## src/rtl/nat_rw_pkg.sv

```systemverilog
package nat_rw_pkg;

  localparam int MAC_W  = 48;
  localparam int IP_W   = 32;
  localparam int PORT_W = 16;
  localparam int CSUM_W = 16;

  localparam logic [7:0] PROTO_TCP = 8'd6;
  localparam logic [7:0] PROTO_UDP = 8'd17;
  localparam logic [7:0] PROTO_ESP = 8'd50;
  localparam logic [7:0] PROTO_AH  = 8'd51;

  typedef enum logic [2:0] {
    RSN_NONE   = 3'd0,
    RSN_NOT_V4 = 3'd1,
    RSN_IPSEC  = 3'd2,
    RSN_NOT_L4 = 3'd3,
    RSN_MISS   = 3'd4,
    RSN_TTL    = 3'd5
  } punt_e;

  // strobes from control to datapath
  typedef struct packed {
    logic advance;  // pipeline moves this cycle
    logic fwdS1;    // packet in stage 1 is to be rewritten
  } rw_strobe_t;

  // one's-complement 16-bit add with end-around carry
  function automatic logic [CSUM_W-1:0] onesAdd(input logic [CSUM_W-1:0] a,
                                               input logic [CSUM_W-1:0] b);
    logic [CSUM_W:0] s;
    s = {1'b0, a} + {1'b0, b};
    return s[CSUM_W-1:0] + {{(CSUM_W-1){1'b0}}, s[CSUM_W]};
  endfunction

endpackage

```

## src/rtl/nat_rw_ctrl.sv

```systemverilog
module nat_rw_ctrl
  import nat_rw_pkg::*;
(
  input  logic       clk,
  input  logic       rstN,
  input  logic       inValid,
  input  logic       outReady,
  input  logic       inIsIpv4,
  input  logic       inMatch,
  input  logic [7:0] inProto,
  input  logic [7:0] inTtl,
  output logic       inReady,
  output logic       outValid,
  output logic       outForward,
  output logic [2:0] outReason,
  output rw_strobe_t strobe
);

  punt_e decide;
  logic  isIpsec;
  logic  isL4;

  assign isIpsec = (inProto == PROTO_ESP) || (inProto == PROTO_AH);
  assign isL4    = (inProto == PROTO_TCP) || (inProto == PROTO_UDP);

  always_comb begin
    if (!inIsIpv4)          decide = RSN_NOT_V4;
    else if (isIpsec)       decide = RSN_IPSEC;
    else if (!isL4)         decide = RSN_NOT_L4;
    else if (!inMatch)      decide = RSN_MISS;
    else if (inTtl <= 8'd1) decide = RSN_TTL;
    else                    decide = RSN_NONE;
  end

  logic  s1Valid, s2Valid;
  punt_e s1Reason, s2Reason;
  logic  s1Ipsec, s2Ipsec;
  logic  advance;

  assign advance = !s2Valid || outReady;

  always_ff @(posedge clk) begin
    if (!rstN) begin
      s1Valid  <= 1'b0;
      s2Valid  <= 1'b0;
      s1Reason <= RSN_NONE;
      s2Reason <= RSN_NONE;
      s1Ipsec  <= 1'b0;
      s2Ipsec  <= 1'b0;
    end else if (advance) begin
      s1Valid  <= inValid;
      s1Reason <= decide;
      s1Ipsec  <= inIsIpv4 && isIpsec;
      s2Valid  <= s1Valid;
      s2Reason <= s1Reason;
      s2Ipsec  <= s1Ipsec;
    end
  end

  assign inReady        = advance;
  assign outValid       = s2Valid;
  assign outForward     = s2Valid && (s2Reason == RSN_NONE);
  assign outReason      = s2Reason;
  assign strobe.advance = advance;
  assign strobe.fwdS1   = (s1Reason == RSN_NONE);

  // a stalled result stays presented
  a_r10_hold_valid: assert property (@(posedge clk) disable iff (!rstN)
    (outValid && !outReady) |=> outValid);

  // IPsec traffic always reaches the host
  a_r2_ipsec_punt: assert property (@(posedge clk) disable iff (!rstN)
    (outValid && s2Ipsec) |-> (!outForward && outReason == RSN_IPSEC));

endmodule

```

## src/rtl/nat_rw_datapath.sv

```systemverilog
module nat_rw_datapath
  import nat_rw_pkg::*;
#(
  parameter int IDX_W = 7,
  parameter int EGR_W = 2
) (
  input  logic              clk,
  input  logic              rstN,
  input  rw_strobe_t        strobe,
  input  logic [IDX_W-1:0]  inEntryIdx,
  input  logic [7:0]        inProto,
  input  logic [7:0]        inTtl,
  input  logic [MAC_W-1:0]  inMacDa,
  input  logic [MAC_W-1:0]  inMacSa,
  input  logic [IP_W-1:0]   inSrcIp,
  input  logic [IP_W-1:0]   inDstIp,
  input  logic [PORT_W-1:0] inSrcPort,
  input  logic [PORT_W-1:0] inDstPort,
  input  logic [CSUM_W-1:0] inIpCsum,
  input  logic [CSUM_W-1:0] inL4Csum,
  input  logic [MAC_W-1:0]  entMacDa,
  input  logic [MAC_W-1:0]  entMacSa,
  input  logic [IP_W-1:0]   entIp,
  input  logic [PORT_W-1:0] entPort,
  input  logic              entRewriteDst,
  input  logic [EGR_W-1:0]  entEgress,
  output logic [IDX_W-1:0]  outEntryIdx,
  output logic [EGR_W-1:0]  outEgress,
  output logic [MAC_W-1:0]  outMacDa,
  output logic [MAC_W-1:0]  outMacSa,
  output logic [7:0]        outTtl,
  output logic [IP_W-1:0]   outSrcIp,
  output logic [IP_W-1:0]   outDstIp,
  output logic [PORT_W-1:0] outSrcPort,
  output logic [PORT_W-1:0] outDstPort,
  output logic [CSUM_W-1:0] outIpCsum,
  output logic [CSUM_W-1:0] outL4Csum
);

  localparam int HALF = IP_W / 2;

  // ---------------- stage 1: capture and per-word deltas ----------------
  logic [IP_W-1:0]   oldIp;
  logic [PORT_W-1:0] oldPort;
  logic [7:0]        ttlDec;
  logic [CSUM_W-1:0] dIpNext, dPortNext, dTtlNext;

  assign oldIp   = entRewriteDst ? inDstIp : inSrcIp;
  assign oldPort = entRewriteDst ? inDstPort : inSrcPort;
  assign ttlDec  = inTtl - 8'd1;

  assign dIpNext   = onesAdd(onesAdd(~oldIp[IP_W-1:HALF], ~oldIp[HALF-1:0]),
                             onesAdd(entIp[IP_W-1:HALF], entIp[HALF-1:0]));
  assign dPortNext = onesAdd(~oldPort, entPort);
  assign dTtlNext  = onesAdd(~{inTtl, inProto}, {ttlDec, inProto});

  logic [IDX_W-1:0]  s1Idx;
  logic [EGR_W-1:0]  s1Egress;
  logic [7:0]        s1Proto, s1Ttl;
  logic [MAC_W-1:0]  s1MacDa, s1MacSa, s1EntMacDa, s1EntMacSa;
  logic [IP_W-1:0]   s1SrcIp, s1DstIp, s1EntIp;
  logic [PORT_W-1:0] s1SrcPort, s1DstPort, s1EntPort;
  logic [CSUM_W-1:0] s1IpCsum, s1L4Csum, s1DIp, s1DPort, s1DTtl;
  logic              s1RwDst;

  always_ff @(posedge clk) begin
    if (!rstN) begin
      s1Idx <= '0;       s1Egress <= '0;    s1Proto <= '0;    s1Ttl <= '0;
      s1MacDa <= '0;     s1MacSa <= '0;     s1EntMacDa <= '0; s1EntMacSa <= '0;
      s1SrcIp <= '0;     s1DstIp <= '0;     s1EntIp <= '0;
      s1SrcPort <= '0;   s1DstPort <= '0;   s1EntPort <= '0;
      s1IpCsum <= '0;    s1L4Csum <= '0;
      s1DIp <= '0;       s1DPort <= '0;     s1DTtl <= '0;     s1RwDst <= 1'b0;
    end else if (strobe.advance) begin
      s1Idx      <= inEntryIdx;
      s1Egress   <= entEgress;
      s1Proto    <= inProto;
      s1Ttl      <= inTtl;
      s1MacDa    <= inMacDa;
      s1MacSa    <= inMacSa;
      s1EntMacDa <= entMacDa;
      s1EntMacSa <= entMacSa;
      s1SrcIp    <= inSrcIp;
      s1DstIp    <= inDstIp;
      s1EntIp    <= entIp;
      s1SrcPort  <= inSrcPort;
      s1DstPort  <= inDstPort;
      s1EntPort  <= entPort;
      s1IpCsum   <= inIpCsum;
      s1L4Csum   <= inL4Csum;
      s1DIp      <= dIpNext;
      s1DPort    <= dPortNext;
      s1DTtl     <= dTtlNext;
      s1RwDst    <= entRewriteDst;
    end
  end

  // ---------------- stage 2: fold deltas into checksums ----------------
  logic [CSUM_W-1:0] ipNew, l4Raw, l4New;
  logic              s1IsUdp, s1UdpOff;

  assign ipNew    = ~onesAdd(onesAdd(~s1IpCsum, s1DIp), s1DTtl);
  assign l4Raw    = ~onesAdd(onesAdd(~s1L4Csum, s1DIp), s1DPort);
  assign s1IsUdp  = (s1Proto == PROTO_UDP);
  assign s1UdpOff = s1IsUdp && (s1L4Csum == '0);

  always_comb begin
    if (s1UdpOff)                   l4New = '0;
    else if (s1IsUdp && l4Raw == '0) l4New = '1;
    else                            l4New = l4Raw;
  end

  logic s2Rewritten, s2UdpOff;

  always_ff @(posedge clk) begin
    if (!rstN) begin
      outEntryIdx <= '0; outEgress <= '0; outMacDa <= '0; outMacSa <= '0;
      outTtl <= '0;      outSrcIp <= '0;  outDstIp <= '0;
      outSrcPort <= '0;  outDstPort <= '0;
      outIpCsum <= '0;   outL4Csum <= '0;
      s2Rewritten <= 1'b0; s2UdpOff <= 1'b0;
    end else if (strobe.advance) begin
      outEntryIdx <= s1Idx;
      outEgress   <= s1Egress;
      s2Rewritten <= strobe.fwdS1;
      s2UdpOff    <= s1UdpOff;
      if (strobe.fwdS1) begin
        outMacDa  <= s1EntMacDa;
        outMacSa  <= s1EntMacSa;
        outTtl    <= s1Ttl - 8'd1;
        outIpCsum <= ipNew;
        outL4Csum <= l4New;
        if (s1RwDst) begin
          outSrcIp   <= s1SrcIp;
          outSrcPort <= s1SrcPort;
          outDstIp   <= s1EntIp;
          outDstPort <= s1EntPort;
        end else begin
          outSrcIp   <= s1EntIp;
          outSrcPort <= s1EntPort;
          outDstIp   <= s1DstIp;
          outDstPort <= s1DstPort;
        end
      end else begin
        outMacDa   <= s1MacDa;
        outMacSa   <= s1MacSa;
        outTtl     <= s1Ttl;
        outIpCsum  <= s1IpCsum;
        outL4Csum  <= s1L4Csum;
        outSrcIp   <= s1SrcIp;
        outSrcPort <= s1SrcPort;
        outDstIp   <= s1DstIp;
        outDstPort <= s1DstPort;
      end
    end
  end

  // frozen result while the pipeline is stalled
  a_r10_hold_data: assert property (@(posedge clk) disable iff (!rstN)
    !strobe.advance |=> ($stable(outTtl) && $stable(outSrcIp) && $stable(outDstIp) &&
                         $stable(outSrcPort) && $stable(outDstPort) && $stable(outMacDa) &&
                         $stable(outMacSa) && $stable(outIpCsum) && $stable(outL4Csum)));

  // a rewritten packet never leaves with TTL zero
  a_r4_ttl_floor: assert property (@(posedge clk) disable iff (!rstN)
    s2Rewritten |-> (outTtl != 8'd0));

  // disabled UDP checksum stays disabled
  a_r8_udp_off: assert property (@(posedge clk) disable iff (!rstN)
    (s2Rewritten && s2UdpOff) |-> (outL4Csum == '0));

endmodule

```

## src/rtl/nat_rewrite.sv

```systemverilog
module nat_rewrite
  import nat_rw_pkg::*;
#(
  parameter int IDX_W = 7,
  parameter int EGR_W = 2
) (
  input  logic              clk,
  input  logic              rstN,
  input  logic              inValid,
  output logic              inReady,
  input  logic              inIsIpv4,
  input  logic              inMatch,
  input  logic [IDX_W-1:0]  inEntryIdx,
  input  logic [7:0]        inProto,
  input  logic [7:0]        inTtl,
  input  logic [47:0]       inMacDa,
  input  logic [47:0]       inMacSa,
  input  logic [31:0]       inSrcIp,
  input  logic [31:0]       inDstIp,
  input  logic [15:0]       inSrcPort,
  input  logic [15:0]       inDstPort,
  input  logic [15:0]       inIpCsum,
  input  logic [15:0]       inL4Csum,
  input  logic [47:0]       entMacDa,
  input  logic [47:0]       entMacSa,
  input  logic [31:0]       entIp,
  input  logic [15:0]       entPort,
  input  logic              entRewriteDst,
  input  logic [EGR_W-1:0]  entEgress,
  output logic              outValid,
  input  logic              outReady,
  output logic              outForward,
  output logic [2:0]        outReason,
  output logic [IDX_W-1:0]  outEntryIdx,
  output logic [EGR_W-1:0]  outEgress,
  output logic [47:0]       outMacDa,
  output logic [47:0]       outMacSa,
  output logic [7:0]        outTtl,
  output logic [31:0]       outSrcIp,
  output logic [31:0]       outDstIp,
  output logic [15:0]       outSrcPort,
  output logic [15:0]       outDstPort,
  output logic [15:0]       outIpCsum,
  output logic [15:0]       outL4Csum
);

  rw_strobe_t strobe;

  nat_rw_ctrl u_ctrl (
    .clk        (clk),
    .rstN       (rstN),
    .inValid    (inValid),
    .outReady   (outReady),
    .inIsIpv4   (inIsIpv4),
    .inMatch    (inMatch),
    .inProto    (inProto),
    .inTtl      (inTtl),
    .inReady    (inReady),
    .outValid   (outValid),
    .outForward (outForward),
    .outReason  (outReason),
    .strobe     (strobe)
  );

  nat_rw_datapath #(.IDX_W(IDX_W), .EGR_W(EGR_W)) u_dp (
    .clk           (clk),
    .rstN          (rstN),
    .strobe        (strobe),
    .inEntryIdx    (inEntryIdx),
    .inProto       (inProto),
    .inTtl         (inTtl),
    .inMacDa       (inMacDa),
    .inMacSa       (inMacSa),
    .inSrcIp       (inSrcIp),
    .inDstIp       (inDstIp),
    .inSrcPort     (inSrcPort),
    .inDstPort     (inDstPort),
    .inIpCsum      (inIpCsum),
    .inL4Csum      (inL4Csum),
    .entMacDa      (entMacDa),
    .entMacSa      (entMacSa),
    .entIp         (entIp),
    .entPort       (entPort),
    .entRewriteDst (entRewriteDst),
    .entEgress     (entEgress),
    .outEntryIdx   (outEntryIdx),
    .outEgress     (outEgress),
    .outMacDa      (outMacDa),
    .outMacSa      (outMacSa),
    .outTtl        (outTtl),
    .outSrcIp      (outSrcIp),
    .outDstIp      (outDstIp),
    .outSrcPort    (outSrcPort),
    .outDstPort    (outDstPort),
    .outIpCsum     (outIpCsum),
    .outL4Csum     (outL4Csum)
  );

endmodule

```

## config.mk

```make
export PLATFORM = sky130hd
export DESIGN_NAME = nat_rewrite
export DESIGN_NICKNAME = d
export VERILOG_FILES = /design/src/rtl/nat_rw_pkg.sv /design/src/rtl/nat_rw_ctrl.sv /design/src/rtl/nat_rw_datapath.sv /design/src/rtl/nat_rewrite.sv
export SDC_FILE = /design/constraint.sdc
export NUM_CORES = 2
export LEC_CHECK = 0
export BUFFER_PORTS_ARGS = -buffer_cell sky130_fd_sc_hd__buf_4
export CAP_MARGIN = 40
export CORE_AREA = 2 2 252 254
export CTS_BUF_LIST = sky130_fd_sc_hd__clkbuf_16
export CTS_CLUSTER_DIAMETER = 80
export CTS_CLUSTER_SIZE = 8
export DETAILED_ROUTE_END_ITERATION = 10
export DIE_AREA = 0 0 254 256
export PLACE_DENSITY = 0.8
export SETUP_SLACK_MARGIN = 0.05
export SLEW_MARGIN = 20
export SYNTH_ARGS = -nofsm -noshare
export SYNTH_HDL_FRONTEND = slang
export SYNTH_SLANG_ARGS = --single-unit
```

## constraint.sdc

```tcl
create_clock -name clk -period 11.65 [get_ports clk]
set_input_delay 1.7475 -clock clk [delete_from_list [all_inputs] [get_ports clk]]
set_output_delay 1.7475 -clock clk [all_outputs]
set_load 0.02 [all_outputs]
```

==> results.md <==
- Synth Cell Area: 34,800 um^2
- Startpoint types: register
- Area delta synth->final: 23.3%
- Cells after Synth: 4,485
- H-tree levels: 3
- Asr flop ratio synth: 0
- Die height: ~260 um
- Final setup viols: 0
- Synth area leader: dfxtp_1
- Max FO, Critical Path: 15
- Reg-to-reg slack, setup: 2.98 ns
- Crit Reg-Reg Startpoint: u_dp.s1L4Csum[0]
- TritonCTS Sinks: 684
- Post-cts hold buffer count: 0
- EDFF count, synth: 0
- Detail Route Antenna Nets: 0
- Drt via density: 5.80
- Kind of critical path: register to register
- Detailed-route via count: 33,855
- VDD IR-drop max: 0.138 mV
- Adder-cell area share of the yosys netlist: 0.0595
- Wirelength per Cell: 19.8 um
- Pwr Density: approximately 220 nW/um^2
- Worst hold path class: register to register
- Tcrit/Tclk final: 0.744
- Reg2Reg Depth: 35
- IO Count: 647
- Syn Nets: 5,046
- CP required: 12.18 ns
- Worst path top cell family by delay: compound AO/OA/AOI/OAI gates
- Hold Crit Start: u_dp.s1SrcIp[31]
- Clk pin slew, worst setup/hold paths: 0.06 ns
- Initial antenna violation count: 14
- RSZ-0062 raised after global routing: no
- Routed WL: approximately 120,000 um
- Critical Path Sink Type: register
- Multiplexer area fraction after synthesis: 0.0294
- Row count: 92
- Overflow left after global routing: 0
- DR iter-0 viols: 2,845
- Slowest-stage cell, CP: a2111oi_0
- Total Nets Final: around 5,500
- Register area share after synthesis: 0.393
- Hold depth: 2
- R2r endpoint: u_dp.outL4Csum[3]
- CP Data Arrival Time: 9.20 ns
- Max_cap viols: 0
- Layout cells sized above 1: 0.169
- Most common cell on crit path: ha_1
- Max Fclk: 115 MHz
- Placed Cells: 5,713
- Die X: 254 um
- Post-CTS sizing: 0
- Ys flop type: dfxtp_1
- CTS Buf Count: 96
- Clock skew: around 0.056 ns
- Clock root buffer master: clkbuf_16
- Unique masters post-synth: 88
- Ys Warns: 0
- Setup Buffers After CTS: 0
- Starting density of the core: 0.558
- Pleak: 18.9 nW
- Share of the synthesized area in the top cell type: 0.393
- Largest net degree at the start of global routing: 194
- Avg Inst Size Synth: 7.77 um^2
- CP peak stage delay: 0.64 ns
- Gp weighted congestion: 0.997
- Global-route wire length before repair: approximately 170,000 um
- Main combinational cell family by area after synthesis: simple AND/OR/NAND/NOR gates
- Finished Layout Cells: around 6,000
- Max transition margin: 0.333
- Max-slew violation count: 0
- Vias in the first global route: ~32,000
- Core area: 62,400 um^2
- Simple-gate portion of the synthesized area: 0.214
- Clk buf depth: 3
- Synth Area in Compound Gates: 0.210
- Die area: between 60,000 and 70,000 um^2
- Global Route Usage Sum: 0.340
- Min Hold Slack: 0.446 ns
- TritonCTS clock tree: done
- Main area contributors after synthesis: dfxtp_1 (39%), nand2_1 (13%), a21oi_1 (7.4%)
- DPL Wire Length: 82,800 um
- TNS Setup: 0 ns
- Remaining DRCs: 0
- Status: finished clean
- Levels on crit path: 35
- Clock latency on the worst-skew pair: 0.67 ns
- End of the worst hold path: u_dp.s1SrcIp[31]
- Synth Area in XOR/XNOR: 0.0505
- IO Port Bufs: 646
- Worst slew pin tran: roughly 1.0 ns
- Final min period: slightly below 9 ns
- Worst path bufs/invs: 1
- FF+latch count, synth: 684
- Final-report hold violation count: 0
- Drt pass-1 iters: 8
==> synth_stat cells (100+ instances only) <==
library cell	instances
clkbuf_1	289
nand2_1	1184
ha_1	153
a211oi_1	104
a311oi_1	158
a21oi_1	515
o21ai_0	134
xnor2_1	119
dfxtp_1	684
nor2_1	336
mux2i_1	100
inv_1	104
==> metrics by stage <==
| step | total power, W | setup WS, ns | utilization | cell area [um^2] |
|---|---|---|---|---|
| 2_1_floorplan | 0.00590 | 3.23 | - | 34800 |
| 3_3_place_gp | 0.00696 | 2.51 | 0.639 | 39900 |
| 3_5_place_dp | 0.00702 | 2.60 | 0.644 | 40200 |
| 4_1_cts | 0.00958 | 3.07 | 0.687 | 42800 |
| 5_1_grt | 0.0102 | 2.38 | 0.688 | 42900 |
| 6_report | 0.00963 | 2.98 | 0.688 | 43000 |
==> cell type report <==
type	instances	area, um^2
Tap cell	846	1060
Sequential cell	684	13700
Clock inverter	11	241
Timing Repair Buffer	688	5480
Inverter	105	409
Fill cell	5181	19400
Clock buffer	96	2400
Antenna cell	11	27.5
Multi-Input combinational cell	3395	19600
==> state kept, by name, summed over array words and instances, names as in the netlist, 32 cells and up <==
name             cells
u_dp.outSrcIp       32
u_dp.s1SrcIp        32
u_dp.outMacSa       48
u_dp.s1MacSa        48
u_dp.outDstIp       32
u_dp.s1EntMacSa     48
u_dp.outMacDa       48
u_dp.s1EntIp        32
u_dp.s1MacDa        48
u_dp.s1EntMacDa     48
u_dp.s1DstIp        32
==> cells by family (layout without fill, tap and decap cells) <==
family,count (synthesis),in the layout
AOI/OAI and AO/OA,1143,1143
xor gates and xnor gates,192,192
adders and majority gates,161,161
buffers and inverters,406,900
DFF,684,684
muxes,102,102
other,0,11
and+or+nand+nor,1797,1797
==> where the power goes <==
group          total [W]  internal (W)  switching, W
clock            0.00255       0.00150       0.00105
sequential       0.00273       0.00256      0.000165
combinational    0.00435       0.00177       0.00258
total            0.00963       0.00583       0.00379
==> worst register-to-register path, delay by kind of cell, from the launching register on <==
| family | cells | cell delay (ns) |
|---|---|---|
| fa+ha+maj | 6 | 1.62 |
| buf+inv | 1 | 0.06 |
| flops | 1 | 0.37 |
| xor+xnor | 2 | 0.27 |
| simple gates | 11 | 2.78 |
| compound gates | 15 | 3.47 |
==> cells in the final DEF (no fill, tap or decap), types with 15 or more instances in the layout <==
cell type	instances
a311oi_1	158
a31oi_1	22
nor3_1	44
nor4_1	23
xnor2_1	119
ha_1	153
and3_1	22
clkbuf_16	96
a21oi_1	515
buf_4	665
a21o_1	33
xor2_1	67
nand3_1	43
a211oi_1	104
nand4_1	27
nand2b_1	18
inv_1	104
nor2_1	335
o21ai_0	134
mux2i_1	100
nor2b_1	17
o21bai_1	15
dfxtp_1	683
o21a_1	22
o211ai_1	31
nand2_1	1184
==> worst max path at each step <==
stage / startpoint / slack, ns / end
finish: u_dp.s1L4Csum[0] / 2.98 / u_dp.outL4Csum[3]
global route: entRewriteDst / 2.38 / u_dp.s1DIp[6]
CTS: u_dp.s1L4Csum[0] / 3.07 / u_dp.outL4Csum[3]
detailed placement: entRewriteDst / 2.60 / u_dp.s1DIp[14]
global placement: entRewriteDst / 2.51 / u_dp.s1DIp[14]
floorplan: entRewriteDst / 3.23 / u_dp.s1DIp[14]
==> routing by layer <==
layer | routed length (um) | GRT usage | vias to the layer above
met3 | 10900 | 0.100 | 296
met5 | 57 | 0 | -
met2 | 53100 | 0.542 | 1272
met4 | 5600 | 0.175 | 10
li1 | - | - | 16507
met1 | 45700 | 0.413 | 15770
Power figures use the tool's default switching activity.
